===== src/rtl/jm_pkg.sv =====
package jm_pkg;

    typedef enum logic [1:0] {
        PH_IDLE = 2'd0,
        PH_RUN  = 2'd1,
        PH_DONE = 2'd2
    } phase_t;

    typedef struct packed {
        logic level;
        logic toggled;
    } beat_evt_t;

endpackage


===== src/rtl/beat_sync.sv =====
module beat_sync #(
    parameter int SYNC_STAGES = 2
) (
    input  logic              clk,
    input  logic              rst,
    input  logic              raw,
    output jm_pkg::beat_evt_t evt
);
    // chain[0] is the capture flop; the rest resynchronize it
    logic [SYNC_STAGES-1:0] chain;
    logic                   prev;

    always_ff @(posedge clk) begin
        if (rst) chain[0] <= 1'b0;
        else     chain[0] <= raw;
    end

    for (genvar i = 1; i < SYNC_STAGES; i++) begin : g_stage
        always_ff @(posedge clk) begin
            if (rst) chain[i] <= 1'b0;
            else     chain[i] <= chain[i-1];
        end
    end

    always_ff @(posedge clk) begin
        if (rst) prev <= 1'b0;
        else     prev <= chain[SYNC_STAGES-1];
    end

    always_comb begin
        evt.level   = chain[SYNC_STAGES-1];
        evt.toggled = chain[SYNC_STAGES-1] ^ prev;
    end
endmodule


===== src/rtl/beat_period_counter.sv =====
module beat_period_counter #(
    parameter int CNT_W = 8
) (
    input  logic              clk,
    input  logic              rst,
    input  logic              start,
    input  jm_pkg::beat_evt_t evt,
    output logic [CNT_W-1:0]  len_q,
    output logic              len_valid,
    output logic              len_sat,
    output logic              ovf
);
    localparam logic [CNT_W-1:0] RUN_MAX = {CNT_W{1'b1}};

    logic [CNT_W-1:0] run;
    logic             seg_sat;
    logic             have_ref;

    always_ff @(posedge clk) begin
        if (rst) begin
            run       <= '0;
            seg_sat   <= 1'b0;
            have_ref  <= 1'b0;
            len_q     <= '0;
            len_valid <= 1'b0;
            len_sat   <= 1'b0;
            ovf       <= 1'b0;
        end else begin
            len_valid <= 1'b0;
            if (evt.toggled) begin
                len_q     <= run;
                len_sat   <= seg_sat;
                len_valid <= have_ref & ~start;
                run       <= {{(CNT_W-1){1'b0}}, 1'b1};
                seg_sat   <= 1'b0;
                have_ref  <= 1'b1;
            end else begin
                if (start) have_ref <= 1'b0;
                if (run == RUN_MAX) begin
                    seg_sat <= 1'b1;
                    ovf     <= 1'b1;
                end else begin
                    run <= run + 1'b1;
                end
            end
            if (start) ovf <= 1'b0;
        end
    end
endmodule


===== src/rtl/beat_stats_acc.sv =====
module beat_stats_acc #(
    parameter int CNT_W = 8,
    parameter int POP_W = 16
) (
    input  logic                      clk,
    input  logic                      rst,
    input  logic                      start,
    input  logic [POP_W-1:0]          target,
    input  logic                      smp_valid,
    input  logic                      smp_sat,
    input  logic [CNT_W-1:0]          smp_len,
    output logic [POP_W-1:0]          n_q,
    output logic [CNT_W+POP_W-1:0]    sum_q,
    output logic [2*CNT_W+POP_W-1:0]  sq_q,
    output logic                      done
);
    import jm_pkg::*;

    localparam int SUM_W = CNT_W + POP_W;
    localparam int SQ_W  = 2*CNT_W + POP_W;

    phase_t             phase;
    logic [POP_W-1:0]   tgt_q;
    logic [2*CNT_W-1:0] prod;
    logic [POP_W-1:0]   n_next;
    logic               take;

    always_comb begin
        prod   = (2*CNT_W)'(smp_len) * (2*CNT_W)'(smp_len);
        n_next = n_q + 1'b1;
        take   = (phase == PH_RUN) && smp_valid && !smp_sat;
    end

    always_ff @(posedge clk) begin
        if (rst) begin
            phase <= PH_IDLE;
            tgt_q <= '0;
            n_q   <= '0;
            sum_q <= '0;
            sq_q  <= '0;
        end else if (start) begin
            phase <= PH_RUN;
            tgt_q <= target;
            n_q   <= '0;
            sum_q <= '0;
            sq_q  <= '0;
        end else if (phase == PH_RUN) begin
            if (tgt_q == '0) begin
                phase <= PH_DONE;
            end else if (take) begin
                n_q   <= n_next;
                sum_q <= sum_q + SUM_W'(smp_len);
                sq_q  <= sq_q + SQ_W'(prod);
                if (n_next == tgt_q) phase <= PH_DONE;
            end
        end
    end

    assign done = (phase == PH_DONE);
endmodule


===== src/rtl/beat_jitter_monitor.sv =====
module beat_jitter_monitor #(
    parameter int CNT_W       = 8,
    parameter int POP_W       = 16,
    parameter int SYNC_STAGES = 2
) (
    input  logic                              clk_smp,
    input  logic                              rst,
    input  logic                              tst_clk,
    input  logic                              start,
    input  logic [POP_W-1:0]                  pop_target,
    output logic [CNT_W-1:0]                  cnt_out,
    output logic                              cnt_valid,
    output logic                              overflow,
    output logic [POP_W-1:0]                  acc_n,
    output logic [CNT_W+POP_W-1:0]            acc_sum,
    output logic [2*CNT_W+POP_W-1:0]          acc_sq,
    output logic                              done
);
    jm_pkg::beat_evt_t evt;
    logic              len_sat;

    beat_sync #(.SYNC_STAGES(SYNC_STAGES)) u_sync (
        .clk (clk_smp),
        .rst (rst),
        .raw (tst_clk),
        .evt (evt)
    );

    beat_period_counter #(.CNT_W(CNT_W)) u_cnt (
        .clk       (clk_smp),
        .rst       (rst),
        .start     (start),
        .evt       (evt),
        .len_q     (cnt_out),
        .len_valid (cnt_valid),
        .len_sat   (len_sat),
        .ovf       (overflow)
    );

    beat_stats_acc #(.CNT_W(CNT_W), .POP_W(POP_W)) u_acc (
        .clk       (clk_smp),
        .rst       (rst),
        .start     (start),
        .target    (pop_target),
        .smp_valid (cnt_valid),
        .smp_sat   (len_sat),
        .smp_len   (cnt_out),
        .n_q       (acc_n),
        .sum_q     (acc_sum),
        .sq_q      (acc_sq),
        .done      (done)
    );
endmodule


===== config.mk =====
export PLATFORM = sky130hd
export DESIGN_NAME = beat_jitter_monitor
export DESIGN_NICKNAME = d
export VERILOG_FILES = /design/src/rtl/jm_pkg.sv /design/src/rtl/beat_sync.sv /design/src/rtl/beat_period_counter.sv /design/src/rtl/beat_stats_acc.sv /design/src/rtl/beat_jitter_monitor.sv
export SDC_FILE = /design/constraint.sdc
export NUM_CORES = 1
export LEC_CHECK = 0
export BUFFER_PORTS_ARGS = -buffer_cell sky130_fd_sc_hd__buf_2
export CAP_MARGIN = 20
export CORE_MARGIN = 2
export CORE_UTILIZATION = 40
export CTS_BUF_LIST = sky130_fd_sc_hd__clkbuf_4
export DETAILED_ROUTE_END_ITERATION = 16
export MAX_ROUTING_LAYER = met4
export SLEW_MARGIN = 20
export SYNTH_ARGS = -nofsm -noshare
export SYNTH_HDL_FRONTEND = slang
export SYNTH_HIERARCHICAL = 1
export SYNTH_SLANG_ARGS = --single-unit

===== constraint.sdc =====
create_clock -name clk_smp -period 6.7 [get_ports clk_smp]
set_clock_uncertainty 0.2 [all_clocks]
set_input_delay 0.67 -clock clk_smp [delete_from_list [all_inputs] [get_ports clk_smp]]
set_output_delay 0.67 -clock clk_smp [all_outputs]
set_load 0.01 [all_outputs]

## Word level (Yosys, flattened, before mapping)

Index checks and enable logic that the tools add are counted.

| word-level totals | value |
|---|---|
| register bits after elaboration | 114 |
| bits in latches | 0 |
| memory bits (writable) | 0 |
| memory bits (read-only) | 0 |
| input port bits | 20 |
| output and inout port bits | 83 |
| logic and storage cells | 58 |
| memories kept | 0 |

| operators by class | value |
|---|---|
| $add $sub $neg | 4 |
| $mul | 1 |
| divide/modulo/power cells | 0 |
| magnitude comparators | 0 |
| equality and inequality tests | 5 |
| shifts and indexed selects | 0 |
| muxes and demuxes | 9 |
| bitwise gates (word level) | 5 |
| reductions and logical operators | 17 |

Operators with widths:

| kind | count |
|---|---|
| 32-bit by 16-bit adder with 32-bit output | 1 |
| 24-bit by 8-bit adder with 24-bit output | 1 |
| 16-bit by 1-bit adder with 16-bit output, second input constant | 1 |
| 16-bit == test | 1 |
| 16-bit logical NOT | 1 |
| 8-bit by 8-bit multiplier with 16-bit output | 1 |
| 3-bit AND reduction | 3 |
| 8-bit by 1-bit adder with 8-bit output, second input constant | 1 |
| 8-bit == test, second input constant | 1 |
| 2-bit nonzero test | 4 |
| 1-bit two-way mux | 6 |
| 2-bit two-way mux | 3 |
| 3-bit nonzero test | 2 |
| 2-bit OR reduction | 3 |
| 1-bit inverter | 3 |
| 2-bit by 1-bit == test with 1-bit output, second input constant | 1 |
| 2-bit == test, second input constant | 1 |
| 1-bit logical AND | 2 |
| 2-bit inequality test, second input constant | 1 |
| 2-bit AND reduction | 1 |
| 1-bit AND | 1 |
| 1-bit logical NOT | 1 |
| 1-bit bitwise XOR | 1 |

## Logic depth before layout (Yosys ltp)

| logic depth | value |
|---|---|
| word-level depth | 7 |
| mapped depth | 19 |
| depth with buffers taken out | 18 |

## Hierarchy

Netlist, hierarchy kept.

By module, submodules not included:

| module | times used | cells an instance | area each (um^2) |
|---|---|---|---|
| beat_stats_acc | 1 | 801 | 6829.0 |
| beat_period_counter | 1 | 92 | 903.4 |
| beat_sync | 1 | 8 | 95.1 |

## Worst setup path before layout

Ideal clock, no wire load.

| timing | value |
|---|---|
| kind | reg2reg |
| from | register u_cnt.len_q[5] |
| to | register u_acc.sq_q[26] |
| setup time | 128 ps |
| arrival | 4589 ps |
| slack | 1783 ps |
| cell stages (with the launch flop) | 18 |
| buffers on the path | 1 |
| period minus slack after synthesis | 4917 ps |
| path through | dfxtp_1 clkbuf_1 inv_1 nor2_1 fa_1 fa_1 inv_1 fa_1 fa_1 inv_1 ha_1 o21ai_0 or2_0 o211ai_2 a41oi_4 a2111oi_2 xnor2_1 nor2_1 |

| on the way | value |
|---|---|
| cells in the longest elaborated chain, start to end | 2 |

RTL lines:

| element | line | source |
|---|---|---|
| start, declared | beat_period_counter.sv:8 | `output logic [CNT_W-1:0] len_q,` |
| start signal, assigned | beat_period_counter.sv:31 | `len_q <= run;` |
| 8-bit by 8-bit multiplier with 16-bit output | beat_stats_acc.sv:29 | `prod = (2*CNT_W)'(smp_len) * (2*CNT_W)'(smp_len);` |
| 32-bit by 16-bit adder with 32-bit output | beat_stats_acc.sv:53 | `sq_q <= sq_q + SQ_W'(prod);` |
| end signal, assigned | beat_stats_acc.sv:53 |  |
| end, declared | beat_stats_acc.sv:14 | `output logic [2*CNT_W+POP_W-1:0] sq_q,` |

Every way passes these cells.
A chain may end at the register's enable or synchronous reset.

## Worst setup path in the final report

Ends and elaborated chain as after synthesis.

==> results.md <==
Worst setup path:
- Walking the worst path, the cells encountered are inv_1 -> nor2_1 -> fa_1 -> fa_1 -> inv_1 -> fa_1 -> fa_1 -> inv_1 -> ha_1 -> o21ai_0 -> or2_0 -> o211ai_2 -> a41oi_4 -> a2111oi_2 -> xnor2_1 -> nor2_1.
- The critical path contains buffers and inverters numbering 3 combined.
- The worst register-to-register path has a setup slack of 1.40 ns.
- In this design, the critical path's most frequently occurring cell is sky130_fd_sc_hd__fa_1.
- In this run the critical register-to-register path is captured at u_acc/sq_q[26].
- In this run the number of cells on the critical path is 16.
- The biggest cell delay along the critical path is 0.63 ns.
- The critical path is of the reg -> reg type.
- Counting cells, the worst reg-to-reg path comes to 16.
- The maximum fanout encountered on the critical timing path is 11.
- Data on the critical path is required at its endpoint by 6.91 ns.
- STA classifies the critical path startpoint as a flip-flop.
- The cell family contributing the most delay on the critical path is adder cells.
- The cell with the largest stage delay on the worst path is sky130_fd_sc_hd__dfxtp_1.
- Data arrives at the worst endpoint at 5.50 ns.
- In this run the critical register-to-register path is launched from u_cnt/len_q[5].
- The endpoint class of the critical path is a flip-flop.
- The capture point of the critical path is u_acc/sq_q[26].
- The start point of the critical path is u_cnt/len_q[5].

Logic synthesis:
- The mean instance size in the synthesized netlist is 8.69 sq um.
- Counting every instance in the synthesized netlist gives 900.
- Counting every net in the synthesized netlist gives 1,011.
- The Yosys step of the flow raised 6 warnings.
- The synthesized area is 7820 sq um.

Global routing:
- The first-pass GRT wire length is 30.7 mm.
- The number of antenna violations at the first check in global routing is 1.
- The total congestion overflow after global routing is 0.
- Entering global routing, the biggest net connects 49 pins.
- The total track usage is 0.192.
- The via count of the first global-routing pass is 6,137.

Clock tree:
- The tree is rooted in a sky130_fd_sc_hd__clkbuf_4.
- The clock-pin slew reported for the worst setup and hold paths after clock tree synthesis is 0.12 ns.
- Buffers inserted during clock tree synthesis total 17.
- The clock drives 114 sinks.
- The post-cts repair resize count is 0.
- The post-CTS setup buffer count is 0.
- The number of buffers added to fix hold violations after cts is 0.
- The TritonCTS clock tree is built.
- At the later pin of the worst-skew pair, clock insertion delay measures 0.55 ns.
- No sink is reached through more buffers than the 2 on the longest clock path.
- The maximum level of the CTS H-tree is 4.

Cells and area:
- Leaving out fill and tap cells, the most frequent cell in the layout is sky130_fd_sc_hd__dfxtp_1.
- The summed area of non-filler cells in the final layout is 8770 sq um.
- Of the cells placed in the final design, the portion with a size suffix greater than 1 is 0.166.
- The area growth from synthesis to layout is 12.2%.
- At the end of the flow, the number of nets in the layout was 1,098.
- Leaving out fill and tap cells, the most frequent cells in the layout are sky130_fd_sc_hd__dfxtp_1 (114), sky130_fd_sc_hd__buf_2 (102), sky130_fd_sc_hd__inv_1 (91).

Route:
- The number of routed nets with antenna violations is 0.
- The final layout contains routed wiring with a total length of 18.9 mm.
- The routed length per instance is 14.9 um.
- The pre-antenna-repair detailed-routing pass consisted of 4 iterations.
- The via total after detailed routing is 6,502.
- Dividing the detail-routed via count by the number of cells gives 5.14.
- The detailed router finished its first iteration with 336 violations.
- The number of remaining DRC errors is 0.

STA:
- The final hold violation count is 0.
- Timing would allow up to 0.189 GHz.
- Setup repair after global routing left no endpoint under its margin.
- The total negative slack for setup checks is 0 ns.
- The final-report setup violation count is 0.
- For the pin with the worst max-slew slack, the measured transition is 1.02 ns.
- In the finished design, the share of the clock period the worst path needs comes to 0.791.
- The number of max-slew violations in the final report is 0.
- In this run the tightest slew margin relative to its limit is 0.320.
- For the finished layout, the period the worst path requires is 5.30 ns.

Hold path:
- The path type of the worst min-delay path is in -> reg.

Placed design:
- The congestion estimate from routability-driven global placement came to 0.823.
- The placed instances occupy a cell area of 8510 sq um.
- The HPWL after detailed placement is 13.8 mm.
- Port buffering added 102 buffers.

Run:
- Max-cap violations in this run came to 0.

Floorplan:
- The number of placed I/O pins is 103.
- The die covers 20,700 sq um.
- The number of standard-cell rows in the floorplan is 51.
- The initial cell density of the core is 0.404.
- The height of the die is 144 um.
- The die is 144 um wide.
- The floorplan step defined a core boundary enclosing 19,300 sq um.

Outcome:
- The run finished with clean final reports.

Power:
- The power density of the placed cells is 143 nW/um^2.
- VDD sags by at most 80.6 uV.
- The static leakage is 3.90 nW.
[where the power goes]
group          switching [mW]  internal, mW
logic                  0.0372        0.0265
registers              0.0115         0.687
clock network           0.308         0.184
total                   0.357         0.898
[per-layer routing]
layer  global-route usage  vias to the layer above  routed length [um]
met2                0.318                      123                9310
met1                0.240                     3109                8720
met4               0.0449                        0                 120
met5                    -                        -                   0
met3               0.0450                       13                 741
li1                     -                     3257                   -
[per-stage QoR]
stage                      util  hold WS, ns  cells  setup WS (ns)  power [mW]
after floorplan               -        0.214    900           1.78       0.758
after global placement    0.440        0.217   1233           1.47       0.778
after detailed placement  0.440        0.226   1233           1.43       0.779
after CTS                 0.454       0.0943   1265           1.41        1.28
after global routing      0.454        0.106   1266           1.10        1.31
final                     0.454        0.144   1266           1.40        1.25
[cell type report]
| cell class | count | area (sq um) |
|---|---|---|
| clock inverter | 15 | 133 |
| clock buffer | 17 | 128 |
| fill | 1959 | 10600 |
| antenna | 1 | 2.50 |
| timing repair buffer | 106 | 541 |
| multi-input combinational | 657 | 5020 |
| sequential | 114 | 2280 |
| tap | 265 | 332 |
| inverter | 91 | 342 |
[flip-flops by register name (all words and copies together) (netlist names)]
register / cells
u_sync/prev: 1
u_acc/n_q: 16
u_sync/chain: 1
u_cnt/len_sat: 1
u_sync/evt: 1
u_cnt/len_q: 8
u_acc/tgt_q: 16
u_cnt/have_ref: 1
u_cnt/ovf: 1
u_cnt/len_valid: 1
u_acc/sq_q: 32
u_acc/phase: 2
u_acc/sum_q: 24
u_cnt/seg_sat: 1
u_cnt/run: 8
[worst min-delay path by stage]
stage | start | to | cells past startpoint
5_1_grt | pop_target[5] | u_acc/tgt_q[5] | 3
4_1_cts | pop_target[11] | u_acc/tgt_q[11] | 3
6_report | pop_target[0] | u_acc/tgt_q[0] | 3
2_1_floorplan | u_sync/chain[0] | u_sync/evt[1] | 1
3_3_place_gp | u_sync/chain[0] | u_sync/evt[1] | 1
3_5_place_dp | u_sync/chain[0] | u_sync/evt[1] | 1
[worst reg2reg max path, delay by kind of cell (launching register included)]
family | cells | cell delay, ns
xor gates and xnor gates | 1 | 0.16
and+or+nand+nor | 3 | 0.57
AOI/OAI and AO/OA | 4 | 1.05
adders and majority gates | 5 | 2.29
buffers and inverters | 3 | 0.28
DFF | 1 | 0.63
Note: power is estimated with default switching activity, not from simulation.
